File: config.mk
export PLATFORM = sky130hd
export DESIGN_NAME = bitcrush_core
export DESIGN_NICKNAME = d
export VERILOG_FILES = /design/src/rtl/crush_pkg.sv /design/src/rtl/crush_divider.sv /design/src/rtl/crush_multiplier.sv /design/src/rtl/bitcrush_core.sv
export SDC_FILE = /design/constraint.sdc
export NUM_CORES = 1
export LEC_CHECK = 0
export BUFFER_PORTS_ARGS = -buffer_cell sky130_fd_sc_hd__buf_2
export CAP_MARGIN = 20
export CORE_AREA = 2 2 112 114
export CTS_BUF_LIST = sky130_fd_sc_hd__clkbuf_16
export DETAILED_ROUTE_END_ITERATION = 10
export DIE_AREA = 0 0 114 116
export SYNTH_ARGS = -nofsm -noshare
export SYNTH_HDL_FRONTEND = slang
export SYNTH_HIERARCHICAL = 1
export SYNTH_SLANG_ARGS = --single-unit
File: constraint.sdc
create_clock -name clk -period 2.85 [get_ports clk]
set_input_delay 0 -clock clk [delete_from_list [all_inputs] [get_ports clk]]
set_output_delay 0 -clock clk [all_outputs]
set_load 0.01 [all_outputs]
File: src/rtl/crush_pkg.sv
package crush_pkg;

  typedef enum logic [1:0] {
    CR_IDLE     = 2'd0,
    CR_DIVIDE   = 2'd1,
    CR_MULTIPLY = 2'd2
  } crush_state_e;

  // Edges from the accepting edge to the edge that raises out_valid.
  function automatic int crush_latency(input int width);
    return 2 * width + 2;
  endfunction

endpackage

File: src/rtl/crush_divider.sv
module crush_divider #(
  parameter int W = 8
) (
  input  logic         clk,
  input  logic         rst,
  input  logic         start,
  input  logic [W-1:0] dividend,
  input  logic [W-1:0] divisor,
  output logic [W-1:0] quotient,
  output logic         done
);
  localparam int CW = (W > 1) ? $clog2(W) : 1;
  localparam logic [CW-1:0] LAST = CW'(W - 1);

  logic [W:0]    rem_q;
  logic [W-1:0]  quo_q;
  logic [W-1:0]  dvs_q;
  logic [CW-1:0] cnt_q;
  logic          busy_q;
  logic          done_q;

  logic [W:0] shifted;
  logic [W:0] diff;
  logic       fits;

  // One restoring step: bring down the next dividend bit and try a subtract.
  always_comb begin
    shifted = {rem_q[W-1:0], quo_q[W-1]};
    diff    = shifted - {1'b0, dvs_q};
    fits    = (shifted >= {1'b0, dvs_q});
  end

  always_ff @(posedge clk) begin
    if (rst) begin
      rem_q  <= '0;
      quo_q  <= '0;
      dvs_q  <= '0;
      cnt_q  <= '0;
      busy_q <= 1'b0;
      done_q <= 1'b0;
    end else begin
      done_q <= 1'b0;
      if (start) begin
        rem_q  <= '0;
        quo_q  <= dividend;
        dvs_q  <= divisor;
        cnt_q  <= '0;
        busy_q <= 1'b1;
      end else if (busy_q) begin
        rem_q <= fits ? diff : shifted;
        quo_q <= {quo_q[W-2:0], fits};
        if (cnt_q == LAST) begin
          busy_q <= 1'b0;
          done_q <= 1'b1;
        end else begin
          cnt_q <= cnt_q + 1'b1;
        end
      end
    end
  end

  assign quotient = quo_q;
  assign done     = done_q;
endmodule

File: src/rtl/crush_multiplier.sv
module crush_multiplier #(
  parameter int W = 8
) (
  input  logic           clk,
  input  logic           rst,
  input  logic           start,
  input  logic [W-1:0]   mul_a,
  input  logic [W-1:0]   mul_b,
  output logic [2*W-1:0] product,
  output logic           done
);
  localparam int PW = 2 * W;
  localparam int CW = (W > 1) ? $clog2(W) : 1;
  localparam logic [CW-1:0] LAST = CW'(W - 1);

  logic [PW-1:0] acc_q;
  logic [PW-1:0] mcand_q;
  logic [W-1:0]  mplr_q;
  logic [CW-1:0] cnt_q;
  logic          busy_q;
  logic          done_q;

  always_ff @(posedge clk) begin
    if (rst) begin
      acc_q   <= '0;
      mcand_q <= '0;
      mplr_q  <= '0;
      cnt_q   <= '0;
      busy_q  <= 1'b0;
      done_q  <= 1'b0;
    end else begin
      done_q <= 1'b0;
      if (start) begin
        acc_q   <= '0;
        mcand_q <= {{W{1'b0}}, mul_a};
        mplr_q  <= mul_b;
        cnt_q   <= '0;
        busy_q  <= 1'b1;
      end else if (busy_q) begin
        if (mplr_q[0]) begin
          acc_q <= acc_q + mcand_q;
        end
        mcand_q <= {mcand_q[PW-2:0], 1'b0};
        mplr_q  <= {1'b0, mplr_q[W-1:1]};
        if (cnt_q == LAST) begin
          busy_q <= 1'b0;
          done_q <= 1'b1;
        end else begin
          cnt_q <= cnt_q + 1'b1;
        end
      end
    end
  end

  assign product = acc_q;
  assign done    = done_q;
endmodule

File: src/rtl/bitcrush_core.sv
module bitcrush_core #(
  parameter int SAMPLE_W = 8
) (
  input  logic                clk,
  input  logic                rst,
  input  logic                in_valid,
  input  logic [SAMPLE_W-1:0] in_sample,
  input  logic [SAMPLE_W-1:0] in_divisor,
  output logic                out_valid,
  output logic [SAMPLE_W-1:0] out_sample
);
  import crush_pkg::*;

  localparam int PW = 2 * SAMPLE_W;

  crush_state_e        state_q;
  logic [SAMPLE_W-1:0] step_q;
  logic [SAMPLE_W-1:0] step_eff;
  logic                idle_w;
  logic                accept;
  logic                div_done;
  logic                mul_start;
  logic                mul_done;
  logic [SAMPLE_W-1:0] quotient;
  logic [PW-1:0]       product;
  logic                out_valid_q;
  logic [SAMPLE_W-1:0] out_sample_q;

  always_comb begin
    step_eff  = (in_divisor == '0) ? SAMPLE_W'(1) : in_divisor;
    idle_w    = (state_q == CR_IDLE);
    accept    = idle_w && in_valid;
    mul_start = (state_q == CR_DIVIDE) && div_done;
  end

  crush_divider #(.W(SAMPLE_W)) u_div (
    .clk      (clk),
    .rst      (rst),
    .start    (accept),
    .dividend (in_sample),
    .divisor  (step_eff),
    .quotient (quotient),
    .done     (div_done)
  );

  crush_multiplier #(.W(SAMPLE_W)) u_mul (
    .clk     (clk),
    .rst     (rst),
    .start   (mul_start),
    .mul_a   (quotient),
    .mul_b   (step_q),
    .product (product),
    .done    (mul_done)
  );

  always_ff @(posedge clk) begin
    if (rst) begin
      state_q      <= CR_IDLE;
      step_q       <= '0;
      out_valid_q  <= 1'b0;
      out_sample_q <= '0;
    end else begin
      out_valid_q <= 1'b0;
      case (state_q)
        CR_IDLE: begin
          if (in_valid) begin
            step_q  <= step_eff;
            state_q <= CR_DIVIDE;
          end
        end
        CR_DIVIDE: begin
          if (div_done) begin
            state_q <= CR_MULTIPLY;
          end
        end
        CR_MULTIPLY: begin
          if (mul_done) begin
            out_sample_q <= product[SAMPLE_W-1:0];
            out_valid_q  <= 1'b1;
            state_q      <= CR_IDLE;
          end
        end
        default: state_q <= CR_IDLE;
      endcase
    end
  end

  assign out_valid  = out_valid_q;
  assign out_sample = out_sample_q;
endmodule

==> results.py, run 1 <==
metrics = {
    "synthesis": {
        "syn_avg_cell_area_um2": 8.70,
        "ys_warn_count": 6,
        "syn_nets": 480,
        "syn_area_um2": 3820,
        "syn_inst": 439,
    },
    "sta": {
        "finalCritPeriodShare_pct": 70.6,
        "final-max-slew-violation-count": 0,
        "slew_headroom_pct": 53.0,
        "tightest_slew_ns": 0.706,
        "hold_viol": 0,
        "skew_ns": 0.00469,
        "fin_crit_ns": 2.01,
        "clock.fmax_mhz": 497,
        "worst_slack_ns": 0.839,
        "setup_violations": 0,
        "rsz0062_at_grt": "false",
        "fin_tns_setup_ns": 0,
    },
    "floorplan": {
        "rows": 40,
        "top_level_ports": 28,
        "dieArea_um2": 13200,
        "core-area_um2": 11900,
        "die_w_um": 114,
        "start_util_pct": 32.0,
        "die_height_um": 116,
    },
    "cts": {
        "h-tree-depth": 3,
        "clock-root-buffer": "clkbuf_16",
        "cts_resized": 0,
        "cts.clk_slew.worst_paths_ns": 0.06,
        "cts_tree": "done",
        "clockBufferDepth": 2,
        "cts_inserted_buffers": 9,
        "clock_latency_ns": 0.32,
        "postCtsHoldBufs": 16,
        "postCtsSetupBuffers": 0,
        "numClockSinks": 77,
    },
    "global_route": {
        "grt_max_degree": 37,
        "grt_pass1_wl_mm": 13.3,
        "track_usage_pct": 12.6,
        "antenna_found_initial": 0,
        "grt_pass1_vias": 2755,
        "grt_remaining_overflow": 0,
    },
    "setup_path": {
        "path_max_fanout": 10,
        "end_kind": "flip-flop",
        "slowest_delay_ns": 0.41,
        "crit_path_cell_trace": "inv_1 -> ha_1 -> nand2b_1 -> a31oi_1 -> or3_4 -> nand3_4 -> mux2_2 -> o21ai_1",
        "crit_arrival_ns": 2.26,
        "cp-start-kind": "flip-flop",
        "crit_type": "flip-flop to flip-flop",
        "worstPathRequired_ns": 3.10,
        "cpMaxStageDelayCell": "or3_4",
        "cp_top_family": "simple AND/OR/NAND/NOR gates",
        "cp.buffers_inverters": 1,
    },
    "final_layout": {
        "syn_to_final_growth_pct": 17.0,
        "fin_nets": 507,
        "final_cell_mix": "95 x nor2_1, 77 x dfxtp_1, 53 x mux2i_1, 41 x a21oi_1, 27 x buf_2",
        "drive_gt1_share_pct": 12.6,
        "n_antenna_cell": 0,
        "final_common_cell": "nor2_1",
    },
    "power_and_ir_drop": {
        "ir_drop_v": 0.000245,
        "p_per_area_nw_per_um2": 571,
        "totalPowerFinal_uw": 2550,
        "leakage_uw": 0.00190,
    },
    "route": {
        "detail-route-antenna-nets": 0,
        "viasPerCell": 4.79,
        "postRouteWirelength_mm": 7.79,
        "drt-initial-drc-count": 136,
        "wl_per_cell_um": 12.6,
        "drtPass1Iterations": 5,
        "route.detailed.drc": 0,
        "via_count": 2956,
    },
    "placed_design": {
        "dpl.hpwl_mm": 5.54,
        "routabilityCongestion": 0.816,
        "port_buffers": 27,
        "pre_cts_slack_ns": 0.857,
    },
    "hold_path": {
        "hp-class": "input port to flip-flop",
    },
    "run_status": {
        "status": "finished, final reports clean",
    },
    "job": {
        "cap_violations": 0,
    },
}
worst min-delay path, cell delays in order:
cell	delay [ns]
buf_2	0.08
a21oi_1	0.06
inv_1	0.06
mux2i_1	0.06
nor2_1	0.07
area by class of cell:
cell class / instances / area (um2)
Sequential cell: 77 / 1540
Clock inverter: 6 / 56.3
Timing Repair Buffer: 48 / 333
Tap cell: 147 / 184
Inverter: 17 / 63.8
Fill cell: 1234 / 7440
Clock buffer: 9 / 225
Multi-Input combinational cell: 313 / 2060
final timing paths:
kind / start / to / slack (ns) / depth (start not counted)
max: u_div/quotient[7] / u_div/rem_q[1] / 0.84 / 8
min: in_divisor[0] / u_div/dvs_q[0] / 0.04 / 5
max reg2reg: u_div/quotient[7] / u_div/rem_q[1] / 0.84 / 8
min reg2reg: u_mul/product[5] / u_mul/product[5] / 0.49 / 2
flip-flops by register name, indices dropped and copies added, names as in the netlist, 2 cells and up:
register,cells
u_mul/cnt_q,3
u_div/cnt_q,3
u_div/quotient,8
u_mul/mcand_q,8
state_q,2
u_div/rem_q,8
step_q,8
u_mul/product,8
u_mul/mplr_q,8
u_div/dvs_q,8
out_sample,8
stage by stage:
step / instance area, um2 / instances / utilization, % / hold slack [ns]
2_1_floorplan: 3820 / 439 / - / 0.143
3_3_place_gp: 4030 / 586 / 33.8 / 0.235
3_5_place_dp: 4030 / 586 / 33.8 / 0.243
4_1_cts: 4470 / 617 / 37.5 / 0.0297
5_1_grt: 4470 / 617 / 37.5 / 0.0482
6_report: 4470 / 617 / 37.5 / 0.0409
power by group:
group	total [uW]	internal (uW)	switching (uW)
logic	325	152	173
registers	1130	1110	26.1
clock network	1090	666	423
layer usage:
layer	GRT usage, %	share of wire (%)
met2	20.4	46
met3	3.14	3.1
met4	4.63	0.46
met1	16.4	50
met5	0	0
(Power assumes the default switching activity.)
==> run 2, diff against run 1 <==
==> constraint.sdc (replaced) <==
create_clock -name clk -period 1.74 [get_ports clk]
set_input_delay 0 -clock clk [delete_from_list [all_inputs] [get_ports clk]]
set_output_delay 0 -clock clk [all_outputs]
set_load 0.01 [all_outputs]
==> run 2 against run 1 <==
Against the previous run: the flow now finishes with violations (setup timing); combinational power increased by 130%; hold slack improved by 0.0066 ns; design area increased by 11%; highest routed layer unchanged.
==> results.py, run 2 (synthesis gave the netlist of run 1 again) <==
metrics = {
    "global_route": {
        "grt_pass1_wl_mm": 13.8,
        "grt_max_degree": 57,
        "grt_pass1_vias": 2969,
        "antenna_found_initial": 0,
        "grt_remaining_overflow": 0,
        "track_usage_pct": 13.1,
    },
    "placed_design": {
        "dpl.hpwl_mm": 5.72,
        "postPlaceCellArea_um2": 4340,
        "port_buffers": 27,
        "pre_cts_slack_ns": -0.142,
        "routabilityCongestion": 0.777,
    },
    "floorplan": {
        "die_height_um": 116,
        "rows": 40,
        "dieArea_um2": 13200,
        "core-area_um2": 11900,
        "start_util_pct": 32.0,
        "die_w_um": 114,
        "top_level_ports": 28,
    },
    "power_and_ir_drop": {
        "p_seq_share_pct": 42.0,
        "p_int_uw": 3310,
        "combPwrFrac_pct": 16.6,
        "p_sw_uw": 1110,
        "leakage_uw": 0.00210,
        "p_clk_share_pct": 41.3,
        "p_sw_share_pct": 25.0,
        "p_per_area_nw_per_um2": 891,
        "ir_drop_v": 0.000517,
    },
    "cts": {
        "cts_inserted_buffers": 9,
        "h-tree-depth": 3,
        "cts_tree": "done",
        "clock_latency_ns": 0.34,
        "clockBufferDepth": 2,
        "cts.clk_slew.worst_paths_ns": 0.06,
        "clock-root-buffer": "clkbuf_16",
        "numClockSinks": 77,
    },
    "setup_path": {
        "worstPathRequired_ns": 1.95,
        "end_kind": "flip-flop",
        "cp-start-kind": "flip-flop",
        "crit_type": "flip-flop to flip-flop",
        "crit_arrival_ns": 2.06,
        "path_max_fanout": 8,
    },
    "final_layout": {
        "final_common_cell": "nor2_1",
        "fin_util_pct": 41.7,
        "n_antenna_cell": 0,
        "drive_gt1_share_pct": 26.0,
        "fin_nets": 540,
        "fillers": 1167,
        "final_area_um2": 4960,
        "final_cell_mix": "95 x nor2_1, 68 x dfxtp_1, 52 x mux2i_1, 38 x a21oi_1, 34 x buf_4",
        "syn_to_final_growth_pct": 30.0,
    },
    "route": {
        "postRouteWirelength_mm": 8.30,
        "drt-initial-drc-count": 117,
        "route.detailed.drc": 0,
        "viasPerCell": 4.75,
        "via_count": 3089,
        "drtPass1Iterations": 4,
        "wl_per_cell_um": 12.8,
        "detail-route-antenna-nets": 0,
    },
    "job": {
        "cap_violations": 0,
    },
    "sta": {
        "skew_ns": 0.00607,
        "hold_viol": 0,
        "whs_ns": 0.0475,
        "setup_violations": 8,
        "fin_crit_ns": 1.85,
        "finalCritPeriodShare_pct": 106,
        "worst_slack_ns": -0.108,
        "slew_headroom_pct": 73.4,
        "tightest_slew_ns": 0.398,
        "clock.fmax_mhz": 541,
        "final-max-slew-violation-count": 0,
        "rsz0062_at_grt": "true",
    },
    "run_status": {
        "violations": "setup timing",
        "status": "finished with violations",
    },
    "hold_path": {
        "hp-class": "input port to flip-flop",
    },
}
run 2: stage by stage:
step                power [uW]  setup TNS, ns  std cells
floorplan                 2330              0        439
global placement          2480         -0.305        613
detailed placement        2500         -0.582        613
CTS                       4430         -0.672        648
global route              4650          -1.54        651
finish                    4420         -0.652        651
run 2: final timing paths:
check | slack [ns] | to | cells after the start | from
setup / recovery | -0.11 | u_div/rem_q[2] | 8 | u_div/dvs_q[7]
hold / removal | 0.05 | step_q[0] | 3 | in_divisor[0]
setup reg to reg | -0.11 | u_div/rem_q[2] | 8 | u_div/dvs_q[7]
hold reg to reg | 0.48 | out_sample[5] | 2 | out_sample[5]
run 2: area by class of cell:
class | instances | area [um2] | area share (%)
Multi-Input combinational cell | 313 | 2250 | 45.3
Sequential cell | 77 | 1560 | 31.3
Timing Repair Buffer | 81 | 622 | 12.5
Clock buffer | 9 | 225 | 4.54
Tap cell | 147 | 184 | 3.71
Clock inverter | 7 | 66.3 | 1.34
Inverter | 17 | 63.8 | 1.29
run 2: worst max-delay path: stages, from the launching register on:
cell,delay (ns)
dfxtp_1,0.34
inv_1,0.08
ha_4,0.27
nand3_1,0.07
or3_4,0.41
nand3_4,0.16
buf_6,0.12
mux2i_1,0.18
a21oi_1,0.08
run 2: power by group through the flow:
stage	logic, uW	clock network, uW	registers, uW
after floorplan	447	0	1880
after global placement	586	0	1890
after detailed placement	598	0	1900
after CTS	681	1890	1860
after global routing	810	1970	1860
final	736	1830	1860
run 2: metal layers:
layer | GRT usage, % | wire [um]
met4 | 5.69 | 193
met5 | 0 | 0
met2 | 21.5 | 3970
met1 | 16.2 | 3920
met3 | 3.66 | 219
run 2: timing repair:
action                                  CTS  global route
buffers inserted                          3             3
endpoints found under the setup margin    9            12
pin swaps                                 8            12
hold buffers                             16             0
resized for setup                         9            21
endpoints found under the hold margin    23             0
gates cloned                              0             0
==> run 3, diff against run 2 <==
==> constraint.sdc (replaced) <==
create_clock -name clk -period 1.7 [get_ports clk]
set_input_delay 0 -clock clk [delete_from_list [all_inputs] [get_ports clk]]
set_output_delay 0 -clock clk [all_outputs]
set_load 0.01 [all_outputs]
==> run 3 against run 2 <==
Against the previous run: the run still ends with setup timing left; final cell count is 0.31% higher; fmax is 0.59% higher; sequential cell count stayed put; power is 0.66% lower; via count is 0.26% lower; largest cell class unchanged.
==> results.py, run 3 (synthesis gave the netlist of run 1 again) <==
metrics = {
    "power_and_ir_drop": {
        "p_sw_uw": 1170,
        "combPwrFrac_pct": 16.2,
        "leakage_uw": 0.00209,
        "p_sw_share_pct": 26.7,
        "ir_drop_v": 0.000425,
        "p_clk_share_pct": 40.5,
        "totalPowerFinal_uw": 4390,
        "p_per_area_nw_per_um2": 888,
        "p_int_uw": 3220,
        "p_seq_share_pct": 43.3,
    },
    "final_layout": {
        "fin_util_pct": 41.5,
        "final_area_um2": 4950,
        "fin_nets": 542,
        "drive_gt1_share_pct": 26.5,
        "final_common_cell": "nor2_1",
        "syn_to_final_growth_pct": 29.6,
        "final_cell_mix": "95 x nor2_1, 65 x dfxtp_1, 53 x mux2i_1, 39 x a21oi_1, 36 x buf_4",
        "n_antenna_cell": 0,
    },
    "cts": {
        "clock_latency_ns": 0.34,
        "h-tree-depth": 3,
        "clockBufferDepth": 2,
        "cts_inserted_buffers": 9,
        "clock-root-buffer": "clkbuf_16",
        "numClockSinks": 77,
        "cts.clk_slew.worst_paths_ns": 0.06,
        "cts_tree": "done",
    },
    "hold_path": {
        "hp-class": "input port to flip-flop",
        "worstHoldEndpoint": "step_q[0]",
        "worstHoldStart": "in_divisor[0]",
        "min_path_cells": 3,
    },
    "setup_path": {
        "path_max_fanout": 5,
        "worstPathRequired_ns": 1.96,
        "crit_type": "flip-flop to flip-flop",
        "end_kind": "flip-flop",
        "crit_arrival_ns": 2.10,
        "reg2regPathDepth": 8,
        "r2r_end": "u_div/rem_q[1]",
        "reg2reg_from": "u_div/quotient[7]",
        "r2r_slack_ns": -0.14,
        "cp-start-kind": "flip-flop",
    },
    "floorplan": {
        "die_height_um": 116,
        "die_w_um": 114,
        "rows": 40,
        "top_level_ports": 28,
        "dieArea_um2": 13200,
        "core-area_um2": 11900,
        "start_util_pct": 32.0,
    },
    "global_route": {
        "grt_pass1_wl_mm": 14.2,
        "track_usage_pct": 13.4,
        "grt_remaining_overflow": 0,
        "grt_pass1_vias": 3076,
        "grt_max_degree": 36,
        "antenna_found_initial": 0,
    },
    "placed_design": {
        "routabilityCongestion": 0.790,
        "postPlaceCellArea_um2": 4380,
        "dpl.hpwl_mm": 5.78,
        "port_buffers": 27,
        "pre_cts_slack_ns": -0.149,
    },
    "route": {
        "drt-initial-drc-count": 143,
        "drtPass1Iterations": 4,
        "route.detailed.drc": 0,
        "via_count": 3081,
        "viasPerCell": 4.72,
        "wl_per_cell_um": 12.5,
        "postRouteWirelength_mm": 8.13,
        "detail-route-antenna-nets": 0,
    },
    "job": {
        "cap_violations": 0,
    },
    "sta": {
        "skew_ns": 0.00734,
        "finalCritPeriodShare_pct": 108,
        "fin_crit_ns": 1.84,
        "slew_headroom_pct": 71.5,
        "worst_slack_ns": -0.137,
        "setup_violations": 10,
        "hold_viol": 0,
        "clock.fmax_mhz": 544,
        "rsz0062_at_grt": "true",
        "tightest_slew_ns": 0.427,
        "final-max-slew-violation-count": 0,
    },
    "run_status": {
        "status": "finished with violations",
        "violations": "setup timing",
    },
}
-- run 3: cell type report --
class,count,area [um2]
clock buffer,9,225
clock inverter,7,50.0
timing repair buffer,82,607
sequential,77,1560
fill,1175,6970
multi-input combinational,314,2260
tap,147,184
inverter,17,63.8
-- run 3: per-stage QoR --
step	cells	hold slack, ns	TNS (ns)
after floorplan	439	0.143	-0.0942
after global placement	617	0.239	-0.685
after detailed placement	617	0.248	-1.05
after CTS	653	0.0157	-0.707
after global routing	653	0.0330	-1.76
final	653	0.0259	-0.751
-- run 3: power by group through the flow --
stage / sequential [uW] / clock (uW) / combinational, uW
finish: 1900 / 1780 / 712
global route: 1910 / 1890 / 788
CTS: 1900 / 1820 / 701
detailed placement: 1940 / 0 / 630
global placement: 1940 / 0 / 616
floorplan: 1930 / 0 / 461
-- run 3: worst max-delay path, stage by stage, from the launching register on --
cell and delay (ns):
dfxtp_2 0.33, inv_2 0.05, ha_4 0.26, nand2b_1 0.11, a31oi_2 0.10, or3_4 0.38
nand3_4 0.13, mux2_4 0.32, o21ai_2 0.10
-- run 3: how the worst max path moves through the flow --
| stage | start | endpoint | slack [ns] | cells after the start |
|---|---|---|---|---|
| finish | u_div/quotient[7] | u_div/rem_q[1] | -0.14 | 8 |
| global route | u_div/quotient[7] | u_div/rem_q[6] | -0.25 | 9 |
| CTS | u_div/quotient[7] | u_div/rem_q[1] | -0.13 | 8 |
| detailed placement | u_div/dvs_q[6] | u_div/rem_q[1] | -0.15 | 7 |
| global placement | u_div/quotient[7] | u_div/rem_q[1] | -0.11 | 8 |
| floorplan | u_div/quotient[7] | u_div/rem_q[1] | -0.03 | 8 |
-- run 3: timing repair --
action	CTS	global route
setup buffers	2	0
cloned	1	0
endpoints found under the setup margin	11	12
pin swaps	15	10
resized for setup	14	15
endpoints found under the hold margin	23	0
hold buffers	17	0
-- run 3: routing by layer --
metal | global-route usage (%) | part of all wire, % | routed length [um] | up-vias
li1 | - | - | - | 1616
met1 | 16.5 | 48 | 3940 | 1409
met2 | 22.7 | 47 | 3800 | 39
met3 | 3.19 | 2.9 | 239 | 17
met4 | 5.37 | 1.9 | 152 | 0
met5 | 0 | 0 | 0 | -
